File: config.mk
export PLATFORM = sky130hd
export DESIGN_NAME = lcd_row_scanner
export DESIGN_NICKNAME = d
export VERILOG_FILES = /design/src/rtl/lcd_row_scanner.sv
export SDC_FILE = /design/constraint.sdc
export NUM_CORES = 1
export LEC_CHECK = 0
export BUFFER_PORTS_ARGS = -buffer_cell sky130_fd_sc_hd__buf_2
export CAP_MARGIN = 20
export CORE_MARGIN = 2
export CORE_UTILIZATION = 53
export DETAILED_ROUTE_END_ITERATION = 10
export GPL_ROUTABILITY_DRIVEN = 1
export HOLD_SLACK_MARGIN = 0.06
export PLACE_DENSITY = 0.83
export SLEW_MARGIN = 20
export SYNTH_ARGS = -nofsm -noshare
export SYNTH_HDL_FRONTEND = slang
export SYNTH_SLANG_ARGS = --single-unit
File: constraint.sdc
create_clock -name clk -period 2.6 [get_ports clk]
set_input_delay 0.26 -clock clk [delete_from_list [all_inputs] [get_ports clk]]
set_output_delay 0.26 -clock clk [all_outputs]
set_load 0.01 [all_outputs]
File: src/rtl/lcd_row_scanner.sv
module lcd_row_scanner #(
  parameter int NUM_OUT = 60,
  parameter int ROW_DIV = 1024
) (
  input  logic                 clk,
  input  logic                 rst_n,
  input  logic [1:0]           mux_sel,
  input  logic                 col_only,
  input  logic                 blank,
  input  logic                 set_all,
  input  logic                 sync_req,
  input  logic                 ext_frame_in,
  input  logic [NUM_OUT-1:0]   mem_data,
  output logic [2:0]           mem_addr,
  output logic [2:0]           row_sel,
  output logic                 frame_out,
  output logic [2*NUM_OUT-1:0] drv_code
);
  localparam int MAX_ROWS = 8;
  localparam int RW = $clog2(MAX_ROWS);
  localparam int DW = (ROW_DIV > 2) ? $clog2(ROW_DIV) : 1;
  localparam logic [1:0] LV_LO  = 2'b00;
  localparam logic [1:0] LV_MLO = 2'b01;
  localparam logic [1:0] LV_MHI = 2'b10;
  localparam logic [1:0] LV_HI  = 2'b11;

  logic [DW-1:0]      cnt;
  logic [RW-1:0]      row;
  logic               pol;
  logic               ext_q;
  logic [NUM_OUT-1:0] latch;

  logic [3:0]    n_rows;
  logic [RW-1:0] last_row;
  logic          tick, ext_edge, restart, wrap;
  logic [RW-1:0] nxt_row;

  assign n_rows   = (mux_sel == 2'b00) ? 4'd2 : (mux_sel == 2'b01) ? 4'd4 : 4'd8;
  assign last_row = RW'(n_rows - 4'd1);
  assign tick     = (cnt == DW'(ROW_DIV - 1));
  assign ext_edge = col_only && (ext_frame_in != ext_q);
  assign restart  = sync_req || ext_edge;
  assign wrap     = (row >= last_row);
  assign nxt_row  = wrap ? '0 : row + 1'b1;
  assign mem_addr = restart ? '0 : nxt_row;

  always_ff @(posedge clk or negedge rst_n) begin
    if (!rst_n) begin
      cnt   <= '0;
      row   <= '0;
      pol   <= 1'b0;
      ext_q <= 1'b0;
      latch <= '0;
    end else begin
      ext_q <= ext_frame_in;
      if (restart) begin
        cnt   <= '0;
        row   <= '0;
        latch <= mem_data;
        if (ext_edge) pol <= ext_frame_in;
      end else begin
        cnt <= tick ? '0 : cnt + 1'b1;
        if (tick) begin
          row   <= nxt_row;
          latch <= mem_data;
          if (wrap && !col_only) pol <= ~pol;
        end
      end
    end
  end

  assign row_sel   = row;
  assign frame_out = pol;

  logic [1:0] c_sel, c_unsel, c_on, c_off;
  assign c_sel   = pol ? LV_LO  : LV_HI;
  assign c_unsel = pol ? LV_MHI : LV_MLO;
  assign c_on    = pol ? LV_HI  : LV_LO;
  assign c_off   = pol ? LV_MLO : LV_MHI;

  logic [NUM_OUT-1:0] col_vec;
  assign col_vec = col_only ? latch : (latch << n_rows);

  for (genvar k = 0; k < NUM_OUT; k++) begin : g_pin
    logic row_pin, row_hit, col_on;
    if (k < MAX_ROWS) begin : g_row
      assign row_pin = !col_only && (4'(k) < n_rows);
      assign row_hit = (row == RW'(k));
    end else begin : g_col
      assign row_pin = 1'b0;
      assign row_hit = 1'b0;
    end
    assign col_on = !blank && (set_all || col_vec[k]);
    assign drv_code[2*k +: 2] = row_pin ? (row_hit ? c_sel : c_unsel)
                                        : (col_on ? c_on : c_off);
  end
endmodule

== Yosys cells after proc, flatten, opt, wreduce, memory -nomap -nowiden ==
Cells that the tools add are included.

* Latch bits: 0
* RAM bits: 0
* Register bits after elaboration: 75
* Bits in read-only memories: 0
* Memories: 0
* Word-level logic and storage cells: 263
* Output and inout bits: 127

* Reductions and logical operators: 138
* Multiplexer cells: 95
* Bitwise gates (word level): 1
* Add/sub/neg operators: 3
* $mul: 0
* Equal/unequal tests: 11
* Div/mod/pow operators: 0
* Shift-type cells: 1
* $lt $le $gt $ge: 9

{| class="wikitable"
|+ Operators by type and width
! kind !! count
|-
| $mux W60 || 3
|-
| $mux W2 || 80
|-
| $logic_and A1 B1 Y1 || 70
|-
| $logic_or A1 B1 Y1 || 61
|-
| $shl A60 B4 Y60 || 1
|-
| $mux W10 || 2
|-
| $lt A3 B4 Y1 const A || 4
|-
| $eq A3 B3 Y1 const B || 4
|-
| $mux W3 || 4
|-
| $add A10 B1 Y10 const B || 1
|-
| $eq A10 B10 Y1 const B || 1
|-
| $lt A1 B4 Y1 const A || 2
|-
| $lt A2 B4 Y1 const A || 2
|-
| $mux W4 || 2
|-
| $eq A3 B2 Y1 const B || 2
|-
| $mux W1 || 4
|-
| $reduce_bool A2 Y1 || 2
|-
| $add A3 B1 Y3 const B || 1
|-
| $eq A3 B1 Y1 const B || 1
|-
| $ge A3 B3 Y1 || 1
|-
| $logic_not A3 Y1 || 1
|-
| $reduce_and A3 Y1 || 1
|-
| $sub A3 B1 Y3 const B || 1
|-
| $eq A2 B1 Y1 const B || 1
|-
| 5 further kinds || 6
|}

== Logic depth before layout (Yosys ltp) ==
Gate-level depths: netlist of run 1.

* Depth after elaboration: 9
* Mapped depth: 8
* Gate-level depth less buffers: 7

== Least setup slack after synthesis of run 1 ==
Ideal clock, no wire load.

* Path kind: reg2out
* Start point: reg pol (netlist: frame_out)
* End point: out drv_code[2]
* Arrival: 2.388 ns
* Cell stages (with the launch flop): 5
* Required time: 2.340 ns
* Path slack: -0.048 ns
* Cell sequence: dfrtp_1 -> clkbuf_1 -> buf_1 -> xnor2_1 -> buf_4

* Cells in the longest elaborated chain, start to end: 3

{| class="wikitable"
|+ Ends and longest elaborated chain
! what !! RTL line !! source
|-
| start, declared || 29 || <nowiki>logic pol;</nowiki>
|-
| start signal, assigned || 60 || <nowiki>if (ext_edge) pol <= ext_frame_in;</nowiki>
|-
| start signal, assigned || 66 || <nowiki>if (wrap && !col_only) pol <= ~pol;</nowiki>
|-
| $mux W2 (on tied branches) || n/a ||
|-
| $mux W2 (on tied branches) || 95, 94 ||
|-
| $mux W2 (*) || 94 || <nowiki>assign drv_code[2*k +: 2] = row_pin ? (row_hit ? c_sel : c_unsel)</nowiki>
|-
| end, declared || 17 || <nowiki>output logic [2*NUM_OUT-1:0] drv_code</nowiki>
|}

Every way passes the cells marked *; elsewhere a longest branch is shown, timed or not.

== Worst setup path in the final report of run 1 ==
* Start point: in ext_frame_in
* End point: reg latch[46]

* Cells in the longest elaborated chain, start to end: 4

{| class="wikitable"
|+ Ends and longest elaborated chain
! what !! RTL line !! source
|-
| start, declared || 12 || <nowiki>input logic ext_frame_in,</nowiki>
|-
| $ne A1 B1 Y1 (*) || 41 || <nowiki>assign ext_edge = col_only && (ext_frame_in != ext_q);</nowiki>
|-
| $logic_and A1 B1 Y1 (*) || 41 ||
|-
| $logic_or A1 B1 Y1 (*) || 42 || <nowiki>assign restart = sync_req || ext_edge;</nowiki>
|-
| $mux W60 or $reduce_bool A2 Y1 (tied branches) || n/a ||
|-
| end signal, assigned || 59 || <nowiki>latch <= mem_data;</nowiki>
|-
| end signal, assigned || 65 || <nowiki>latch <= mem_data;</nowiki>
|-
| end, declared || 31 || <nowiki>logic [NUM_OUT-1:0] latch;</nowiki>
|}

Marked as above.
A chain may end at the register's enable or synchronous reset.

==> results.sh, run 1 <==
export IMPL_outcome="finished clean"
export IMPL_grt_usage_pct=24.2
export IMPL_fin_skew_ps=5.98
export IMPL_ir_drop_mv=0.672
export IMPL_clock_power_share_pct=30.5
export IMPL_cts_root_buf="clkbuf_16"
export IMPL_io_buffers=195
export IMPL_antenna_found_initial=0
export IMPL_layout_common_cells="buf_2 (192), mux2i_1 (107), dfrtp_1 (74)"
export IMPL_pre_cts_ws_ps=353
export IMPL_worstPathCellList="dlygate4sd3_1, buf_2, xor2_1, a21o_1, nor2_8, buf_12, mux2_2"
export IMPL_n_antenna_cell=0
export IMPL_vias_per_cell=5.39
export IMPL_cts_resized_gates=0
export IMPL_setup_viol=0
export IMPL_hold_violations=0
export IMPL_syn_cell_area_sq_um=6560
export IMPL_drv_slew=0
export IMPL_combPwrFrac_pct=36.7
export IMPL_numClockSinks=75
export IMPL_p_per_area_nw_per_um2=604
export IMPL_worst_r2r_endpoint="latch[46]"
export IMPL_fin_nets=869
export IMPL_reg2regPathDepth=5
export IMPL_synth_edf_count=0
export IMPL_synth_distinct_cells=43
export IMPL_start_util_pct=54.3
export IMPL_hpwl_mm=11.0
export IMPL_fmax_mhz=414
export IMPL_hp_class="primary input to asynchronous set/reset pin"
export IMPL_async_reset_ff_share_pct=100
export IMPL_ys_warn_count=0
export IMPL_cap_viol_max_count=0
export IMPL_rsz0062_at_grt="no"
export IMPL_stdcell_area_sq_um=7510
export IMPL_rows=40
export IMPL_arrival_ps=2640
export IMPL_grt_pass1_vias=4833
export IMPL_drt_total_wl_mm=16.1
export IMPL_clockBufferDepth=2
export IMPL_max_stage_delay_ps=610
export IMPL_mostFrequentLayoutCell="buf_2"
export IMPL_ant_nets=0
export IMPL_clk_latency_ps=350
export IMPL_drt_pass1_iterations=4
export IMPL_ys_ff_latch=75
export IMPL_reg2reg_from="ext_q"
export IMPL_r2r_slack_ps=350
export IMPL_drt_initial_drc_count=391
export IMPL_period_needed_ps=2410
export IMPL_drive_gt1_share_pct=36.5
export IMPL_switching_share_pct=34.1
export IMPL_avgRoutedWirePerCell_um=16.7
export IMPL_placed_cell_area_sq_um=7170
export IMPL_htree_levels=3
export IMPL_cp_required_ps=2830
export IMPL_clk_pin_slew_ps=60
export IMPL_finalWorstSetupSlack_ps=187
export IMPL_end_kind="register"
export IMPL_tightestPinTransition_ps=893
export IMPL_startpoint_type="primary input"
export IMPL_syn_nets=757
export IMPL_grt_pass1_wl_mm=25.4
export IMPL_relSlewSlack_pct=40.5
export IMPL_drcViolationCount=0
export IMPL_syn_area_per_cell_sq_um=9.64
export IMPL_core_area_sq_um=12100
export IMPL_grt_max_degree=114
export IMPL_synth_main_ff_cell="dfrtp_1"
export IMPL_syn2layout_area_growth_pct=14.6
export IMPL_internal_power_mw=2.99
export IMPL_cts_tree="done"
export IMPL_vias=5199
export IMPL_dieWidth_um=115
export IMPL_ys_seq_area_share_pct=28.6
export IMPL_leakagePower_nw=3.69
export IMPL_boundaryPins=196
export IMPL_gp_congestion=0.845
export IMPL_cpMaxStageDelayCell="nor2_8"
export IMPL_p_seq_share_pct=32.7
export IMPL_cts_buffers=9
export IMPL_postSynthCellCount=680
export IMPL_path_max_fanout=32
export IMPL_die_h_um=115
export IMPL_fin_tns_setup_ps=0
export IMPL_power_switching_mw=1.55
export IMPL_die_area_sq_um=13300
export IMPL_gr_total_overflow=0
export IMPL_timing_final_crit_share_pct=92.8
export IMPL_utilization_pct=62.3
export IMPL_crit_type="primary input to register"
[power by group through the flow]
stage | Combinational, mW | Sequential [mW] | Clock [mW]
final | 1.66 | 1.48 | 1.38
after global routing | 1.81 | 1.50 | 1.45
after CTS | 1.67 | 1.48 | 1.41
after detailed placement | 1.66 | 1.50 | 0
after global placement | 1.63 | 1.49 | 0
after floorplan | 1.32 | 1.42 | 0
[metrics by stage]
stage	total power, mW	hold slack (ps)	cells
2_1_floorplan	2.74	-35.6	680
3_3_place_gp	3.12	420	948
3_5_place_dp	3.16	420	948
4_1_cts	4.57	78.5	965
5_1_grt	4.77	119	965
6_report	4.53	50.7	965
[synthesized netlist by cell type (2+ instances only)]
library cell / number / share of area, %
buf_4: 58 / 6.6
and4_1: 2 / 0.27
clkbuf_1: 21 / 1.2
mux2_2: 3 / 0.52
buf_12: 5 / 1.5
mux2i_1: 107 / 16
xnor2_1: 64 / 8.6
a21oi_1: 56 / 4.3
ha_1: 8 / 1.5
dfrtp_1: 75 / 29
nor2_1: 14 / 0.80
nor2b_1: 2 / 0.19
mux2_4: 57 / 13
xor2_1: 8 / 1.1
a21o_1: 4 / 0.46
nand3_1: 6 / 0.46
nor3_1: 5 / 0.38
nand2_1: 64 / 3.7
buf_1: 12 / 0.69
nand4_1: 2 / 0.19
o22ai_1: 6 / 0.57
buf_2: 13 / 0.99
a31oi_1: 2 / 0.19
o21ai_0: 60 / 4.6
inv_1: 7 / 0.40
a22o_1: 2 / 0.27
[logic make-up after synthesis]
logic type,count (synthesis),share of synthesized area (%)
and+or+nand+nor,104,7.35
AOI/OAI and AO/OA,136,11.1
DFF,75,28.6
adders and majority gates,8,1.53
buffers and inverters,118,11.9
muxes,167,29.9
xor gates and xnor gates,72,9.62
[worst max-delay path by stage]
stage,slack (ps),end,startpoint
6_report,190,latch[46],ext_frame_in
5_1_grt,120,latch[44],ext_frame_in
4_1_cts,190,latch[46],ext_frame_in
3_5_place_dp,350,latch[46],ext_q
3_3_place_gp,390,latch[45],ext_q
2_1_floorplan,320,drv_code[2],frame_out
[what timing repair did]
action / 4_1_cts / 5_1_grt
hold buffers: 1 / 0
hold endpoints to repair: 1 / 0
buffers inserted: 0 / 0
[registers in the layout (all words and copies together) (netlist names)]
name,count
latch,60
cnt,10
row_sel,3
ext_q,1
frame_out,1
[routing by layer]
| metal | wire length [um] | up-vias | GRT usage (%) |
|---|---|---|---|
| li1 | - | 2520 | - |
| met1 | 7120 | 2498 | 32.0 |
| met2 | 8020 | 160 | 40.3 |
| met3 | 740 | 21 | 4.90 |
| met4 | 238 | 0 | 6.91 |
| met5 | 0 | - | 0 |
[worst max-delay path, delay by kind of cell]
kind | cells | cell delay [ps]
AO/OA/AOI/OAI | 1 | 250
XOR/XNOR | 1 | 140
AND/OR/NAND/NOR | 1 | 610
multiplexers | 1 | 360
buffers and inverters | 3 | 970
[final cells by class]
| cell class | count | area, sq um |
|---|---|---|
| repair buffers | 212 | 1160 |
| flip-flops and latches | 75 | 1880 |
| multi-input cells | 487 | 3900 |
| well taps | 168 | 210 |
| clock buffers | 12 | 256 |
| fillers | 1025 | 4550 |
| inverters | 7 | 26.3 |
| clock inverters | 4 | 72.6 |
(Power assumes the default switching activity.)
==> run 2: changes to the inputs <==
==> constraint.sdc (replaced) <==
create_clock -name clk -period 2.6 [get_ports clk]
set_input_delay 0.39 -clock clk [delete_from_list [all_inputs] [get_ports clk]]
set_output_delay 0.39 -clock clk [all_outputs]
set_load 0.01 [all_outputs]
==> run 2 against run 1 <==
Net effect:
- final cell count is the same
- die area is the same
- power shrank 2.9%
- clock power shrank 9%
- non-clock buffer count shrank 1
- sequential cell count is the same
- combinational power is essentially flat
- critical path depth shrank 1
- setup slack lost 4.3 ps
- first-iteration DRC count grew 0.51%
- utilization is essentially flat
- design area is essentially flat
- critical endpoint is now mem_addr[1]
- largest power group unchanged
- highest routed layer unchanged
==> results.sh, run 2 (synthesized netlist as in run 1, its figures left out) <==
export IMPL_outcome="finished clean"
export IMPL_hp_class="primary input to register"
export IMPL_gp_congestion=0.825
export IMPL_layout_common_cells="buf_2 (192), mux2i_1 (107), dfrtp_1 (74)"
export IMPL_drt_pass1_iterations=5
export IMPL_cpMaxStageDelayCell="dfrtp_1"
export IMPL_htree_levels=3
export IMPL_clockBufferDepth=2
export IMPL_core_area_sq_um=12100
export IMPL_fin_hold_ws_ps=219
export IMPL_tightestPinTransition_ps=530
export IMPL_end_kind="output port"
export IMPL_period_needed_ps=2420
export IMPL_hold_start="ext_frame_in"
export IMPL_placed_cells=946
export IMPL_startpoint_type="register"
export IMPL_r2r_slack_ps=520
export IMPL_n_fill_cell=1019
export IMPL_avgRoutedWirePerCell_um=16.7
export IMPL_pre_cts_ws_ps=380
export IMPL_relSlewSlack_pct=64.6
export IMPL_hold_depth=1
export IMPL_vias=5212
export IMPL_syn2layout_area_growth_pct=14.7
export IMPL_clk_pin_slew_ps=60
export IMPL_gr_total_overflow=0
export IMPL_timing_final_crit_share_pct=93.0
export IMPL_fin_skew_ps=5.83
export IMPL_cts_hold_buffers=0
export IMPL_stdcell_area_sq_um=7520
export IMPL_drt_total_wl_mm=16.1
export IMPL_grt_pass1_vias=4863
export IMPL_max_stage_delay_ps=470
export IMPL_drcViolationCount=0
export IMPL_antenna_found_initial=1
export IMPL_io_buffers=195
export IMPL_rows=40
export IMPL_boundaryPins=196
export IMPL_cp_required_ps=2210
export IMPL_grt_usage_pct=24.1
export IMPL_dieWidth_um=115
export IMPL_critPathBufInv=2
export IMPL_cts_tree="done"
export IMPL_finalWorstSetupSlack_ps=183
export IMPL_hpwl_mm=11.0
export IMPL_layout_cells_non_filler=965
export IMPL_cts_buffers=9
export IMPL_vias_per_cell=5.40
export IMPL_ant_nets=0
export IMPL_clk_latency_ps=340
export IMPL_cts_resized_gates=0
export IMPL_p_per_area_nw_per_um2=586
export IMPL_grt_pass1_wl_mm=25.4
export IMPL_crit_type="register to output port"
export IMPL_reg2reg_from="cnt[0]"
export IMPL_cts_root_buf="clkbuf_16"
export IMPL_drive_gt1_share_pct=36.6
export IMPL_fmax_mhz=414
export IMPL_leakagePower_nw=3.68
export IMPL_start_util_pct=54.3
export IMPL_finalPower_mw=4.40
export IMPL_critPathTopFamily="flip-flops"
export IMPL_die_h_um=115
export IMPL_numClockSinks=75
export IMPL_mostFrequentLayoutCell="buf_2"
export IMPL_drt_initial_drc_count=393
export IMPL_rsz0062_at_grt="no"
export IMPL_fin_nets=868
export IMPL_utilization_pct=62.3
export IMPL_fin_tns_setup_ps=0
export IMPL_worstPathCellList="ha_1, a31oi_1, o311ai_1, buf_4, nor3_1, buf_2"
export IMPL_top_register="latch"
export IMPL_largest_reg_flops=60
export IMPL_hold_violations=0
export IMPL_placed_cell_area_sq_um=7180
export IMPL_arrival_ps=2030
export IMPL_setup_viol=0
export IMPL_worst_r2r_endpoint="latch[56]"
export IMPL_path_max_fanout=8
export IMPL_die_area_sq_um=13300
export IMPL_grt_max_degree=114
export IMPL_hold_end="ext_q"
export IMPL_reg2regPathDepth=6
export IMPL_drv_slew=0
export IMPL_ir_drop_mv=0.361
export IMPL_cap_viol_max_count=0
export IMPL_post_cts_setup_buffers=0
## run 2: cell types whose count changed in the layout (fill, tap and decap cells not counted), moves of 2 or more
cell,delta
clkinv_2,+2
buf_12,+2
clkbuf_8,-2
buf_4,-4
## run 2: power by group
group | internal (mW) | leakage (nW) | switching, mW
logic | 0.822 | 2.64 | 0.851
registers | 1.28 | 0.902 | 0.205
clock network | 0.739 | 0.141 | 0.506
total | 2.84 | 3.68 | 1.56
## run 2: worst max path at each step
| stage | startpoint | slack [ps] | to | cells past startpoint |
|---|---|---|---|---|
| 2_1_floorplan | frame_out | 190 | drv_code[2] | 4 |
| 6_report | row_sel[2] | 180 | mem_addr[1] | 6 |
| 5_1_grt | row_sel[2] | 130 | mem_addr[2] | 6 |
| 3_3_place_gp | col_only | 410 | drv_code[95] | 6 |
| 4_1_cts | row_sel[2] | 190 | mem_addr[1] | 6 |
| 3_5_place_dp | col_only | 380 | drv_code[105] | 6 |
## run 2: routing by layer
layer  vias to the layer above  wire (um)  global-route usage, %  part of all wire [%]
met4                         0        259                   6.99                   1.6
met1                      2473       7020                   32.3                    44
met2                       190       7920                   39.8                    49
met3                        22        879                   4.48                   5.5
met5                         -          0                      0                     0
li1                       2527          -                      -                     -
## run 2: cell type report
cell class,count,area [sq um],area share (%)
multi-input cells,487,3900,51.9
flip-flops and latches,75,1880,25.0
well taps,168,210,2.80
clock inverters,7,68.8,0.916
inverters,7,26.3,0.350
diodes,1,2.50,0.0333
clock buffers,9,225,3.00
repair buffers,211,1200,16.0
==> run 3: changes to the inputs <==
==> constraint.sdc (replaced) <==
create_clock -name clk -period 2.6 [get_ports clk]
set_input_delay 0.39 -clock clk [delete_from_list [all_inputs] [get_ports clk]]
set_output_delay 0.39 -clock clk [all_outputs]
set_load 0.1 [all_outputs]
==> run 3 against run 2 <==
Net effect:
- hold slack worse by 92 ps
- final cell count rose by 0.83%
- setup slack got worse by 59 ps
- sequential cell count unchanged
- maximum frequency fell by 2.4%
- clock power fell by 7%
- global-route usage increased by 4.0 points
- register-to-register slack got worse by 20 ps
- combinational power rose to 3.4 times the previous value
- via count increased by 7.6%
- power up 91%
- critical path depth up 2
==> results.sh, run 3 (synthesized netlist as in run 1, its figures left out) <==
export IMPL_timing_final_crit_share_pct=95.2
export IMPL_io_buffers=195
export IMPL_setup_viol=0
export IMPL_htree_levels=3
export IMPL_layout_cells_non_filler=973
export IMPL_cap_viol_max_count=0
export IMPL_tightestPinTransition_ps=783
export IMPL_vias_per_cell=5.77
export IMPL_grt_pass1_wl_mm=29.3
export IMPL_hpwl_mm=13.2
export IMPL_drt_total_wl_mm=18.3
export IMPL_top_register="latch"
export IMPL_hold_violations=0
export IMPL_reg2regPathDepth=6
export IMPL_cts_buffers=9
export IMPL_max_stage_delay_ps=370
export IMPL_r2r_slack_ps=500
export IMPL_die_h_um=115
export IMPL_drt_pass1_iterations=5
export IMPL_period_needed_ps=2480
export IMPL_drive_gt1_share_pct=46.3
export IMPL_fin_nets=876
export IMPL_worst_r2r_endpoint="latch[7]"
export IMPL_boundaryPins=196
export IMPL_grt_pass1_vias=5758
export IMPL_dieWidth_um=115
export IMPL_rsz0062_at_grt="no"
export IMPL_placed_cell_area_sq_um=9130
export IMPL_n_fill_cell=690
export IMPL_startpoint_type="primary input"
export IMPL_hp_class="primary input to asynchronous set/reset pin"
export IMPL_syn2layout_area_growth_pct=43.7
export IMPL_worstPathCellList="buf_4, buf_4, mux2i_1, o21ai_0, mux2i_1, a21oi_1, xnor2_4, buf_12"
export IMPL_arrival_ps=2090
export IMPL_p_per_area_nw_per_um2=890
export IMPL_clockBufferDepth=2
export IMPL_drt_initial_drc_count=299
export IMPL_finalPower_mw=8.39
export IMPL_stdcell_area_sq_um=9420
export IMPL_reg2reg_from="cnt[0]"
export IMPL_outcome="finished clean"
export IMPL_vias=5610
export IMPL_core_area_sq_um=12100
export IMPL_gp_congestion=0.882
export IMPL_drcViolationCount=0
export IMPL_largest_reg_flops=60
export IMPL_antenna_found_initial=1
export IMPL_ant_nets=0
export IMPL_fin_skew_ps=9.89
export IMPL_path_max_fanout=18
export IMPL_start_util_pct=54.3
export IMPL_end_kind="output port"
export IMPL_cts_hold_buffers=0
export IMPL_grt_max_degree=60
export IMPL_mostFrequentLayoutCell="buf_2"
export IMPL_die_area_sq_um=13300
export IMPL_grt_usage_pct=28.1
export IMPL_fmax_mhz=404
export IMPL_fin_tns_setup_ps=0
export IMPL_cts_root_buf="clkbuf_16"
export IMPL_leakagePower_nw=4.49
export IMPL_avgRoutedWirePerCell_um=18.8
export IMPL_cp_required_ps=2210
export IMPL_ir_drop_mv=0.587
export IMPL_placed_cells=956
export IMPL_drv_slew=0
export IMPL_crit_type="primary input to output port"
export IMPL_clk_pin_slew_ps=60
export IMPL_cts_tree="done"
export IMPL_rows=40
export IMPL_relSlewSlack_pct=47.8
export IMPL_layout_common_cells="buf_2 (122), mux2i_1 (107), buf_12 (77)"
export IMPL_clk_latency_ps=340
export IMPL_numClockSinks=75
export IMPL_gr_total_overflow=0
export IMPL_cpMaxStageDelayCell="a21oi_1"
[run 3: changes by cell type in the layout (fill, tap and decap cells not counted), moves of 8 or more]
cell | previous run | this run
buf_12 | 6 | 77
buf_4 | 11 | 19
buf_2 | 192 | 122
xnor2_4 | 0 | 23
xnor2_1 | 64 | 1
xnor2_2 | 0 | 40
[run 3: cell type report]
class | instances | area (sq um) | share of cell area, %
Multi-Input combinational cell | 487 | 4710 | 50.0
Timing Repair Buffer | 219 | 2310 | 24.5
Sequential cell | 75 | 1890 | 20.0
Clock buffer | 12 | 256 | 2.72
Tap cell | 168 | 210 | 2.23
Inverter | 7 | 26.3 | 0.279
Clock inverter | 3 | 15.0 | 0.159
Antenna cell | 2 | 5.00 | 0.0531
[run 3: report_power, final]
part	internal (mW)	total, mW	switching (mW)	leakage [nW]
logic	1.86	5.75	3.90	3.45
registers	1.28	1.48	0.196	0.897
clock network	0.688	1.16	0.472	0.138
total	3.82	8.39	4.56	4.49
[run 3: metrics by stage]
step	hold slack, ps	util, %	worst slack [ps]
final	127	78.1	124
after floorplan	94.4	-	-159
after global routing	182	78.1	26.2
after global placement	493	75.7	200
after detailed placement	512	75.7	150
after CTS	160	78.0	133
[run 3: layer usage]
| layer | up-vias | share of wire, % | track usage (%) |
|---|---|---|---|
| met2 | 289 | 52 | 48.0 |
| met3 | 48 | 6.2 | 4.27 |
| met1 | 2715 | 39 | 34.7 |
| met4 | 0 | 3.2 | 13.7 |
| met5 | - | 0 | 0 |
| li1 | 2558 | - | - |
[run 3: timing repair]
item / 4_1_cts / 5_1_grt
setup buffers: 0 / 0
pin swaps: 0 / 0
gates resized for setup: 1 / 1
endpoints found under the setup margin: 1 / 1
[run 3: worst max-delay path, delay by kind of cell]
family	cells	cell delay (ps)
compound gates	2	580
xor+xnor	1	170
buf+inv	3	730
mux	2	210
[run 3: how the worst max path moves through the flow]
stage	depth (start not counted)	end	start	slack [ps]
floorplan	3	drv_code[101]	frame_out	-160
global placement	8	drv_code[115]	mux_sel[0]	200
detailed placement	8	drv_code[27]	mux_sel[0]	150
CTS	8	drv_code[27]	mux_sel[0]	130
global route	8	drv_code[109]	mux_sel[0]	30
finish	8	drv_code[27]	mux_sel[0]	120
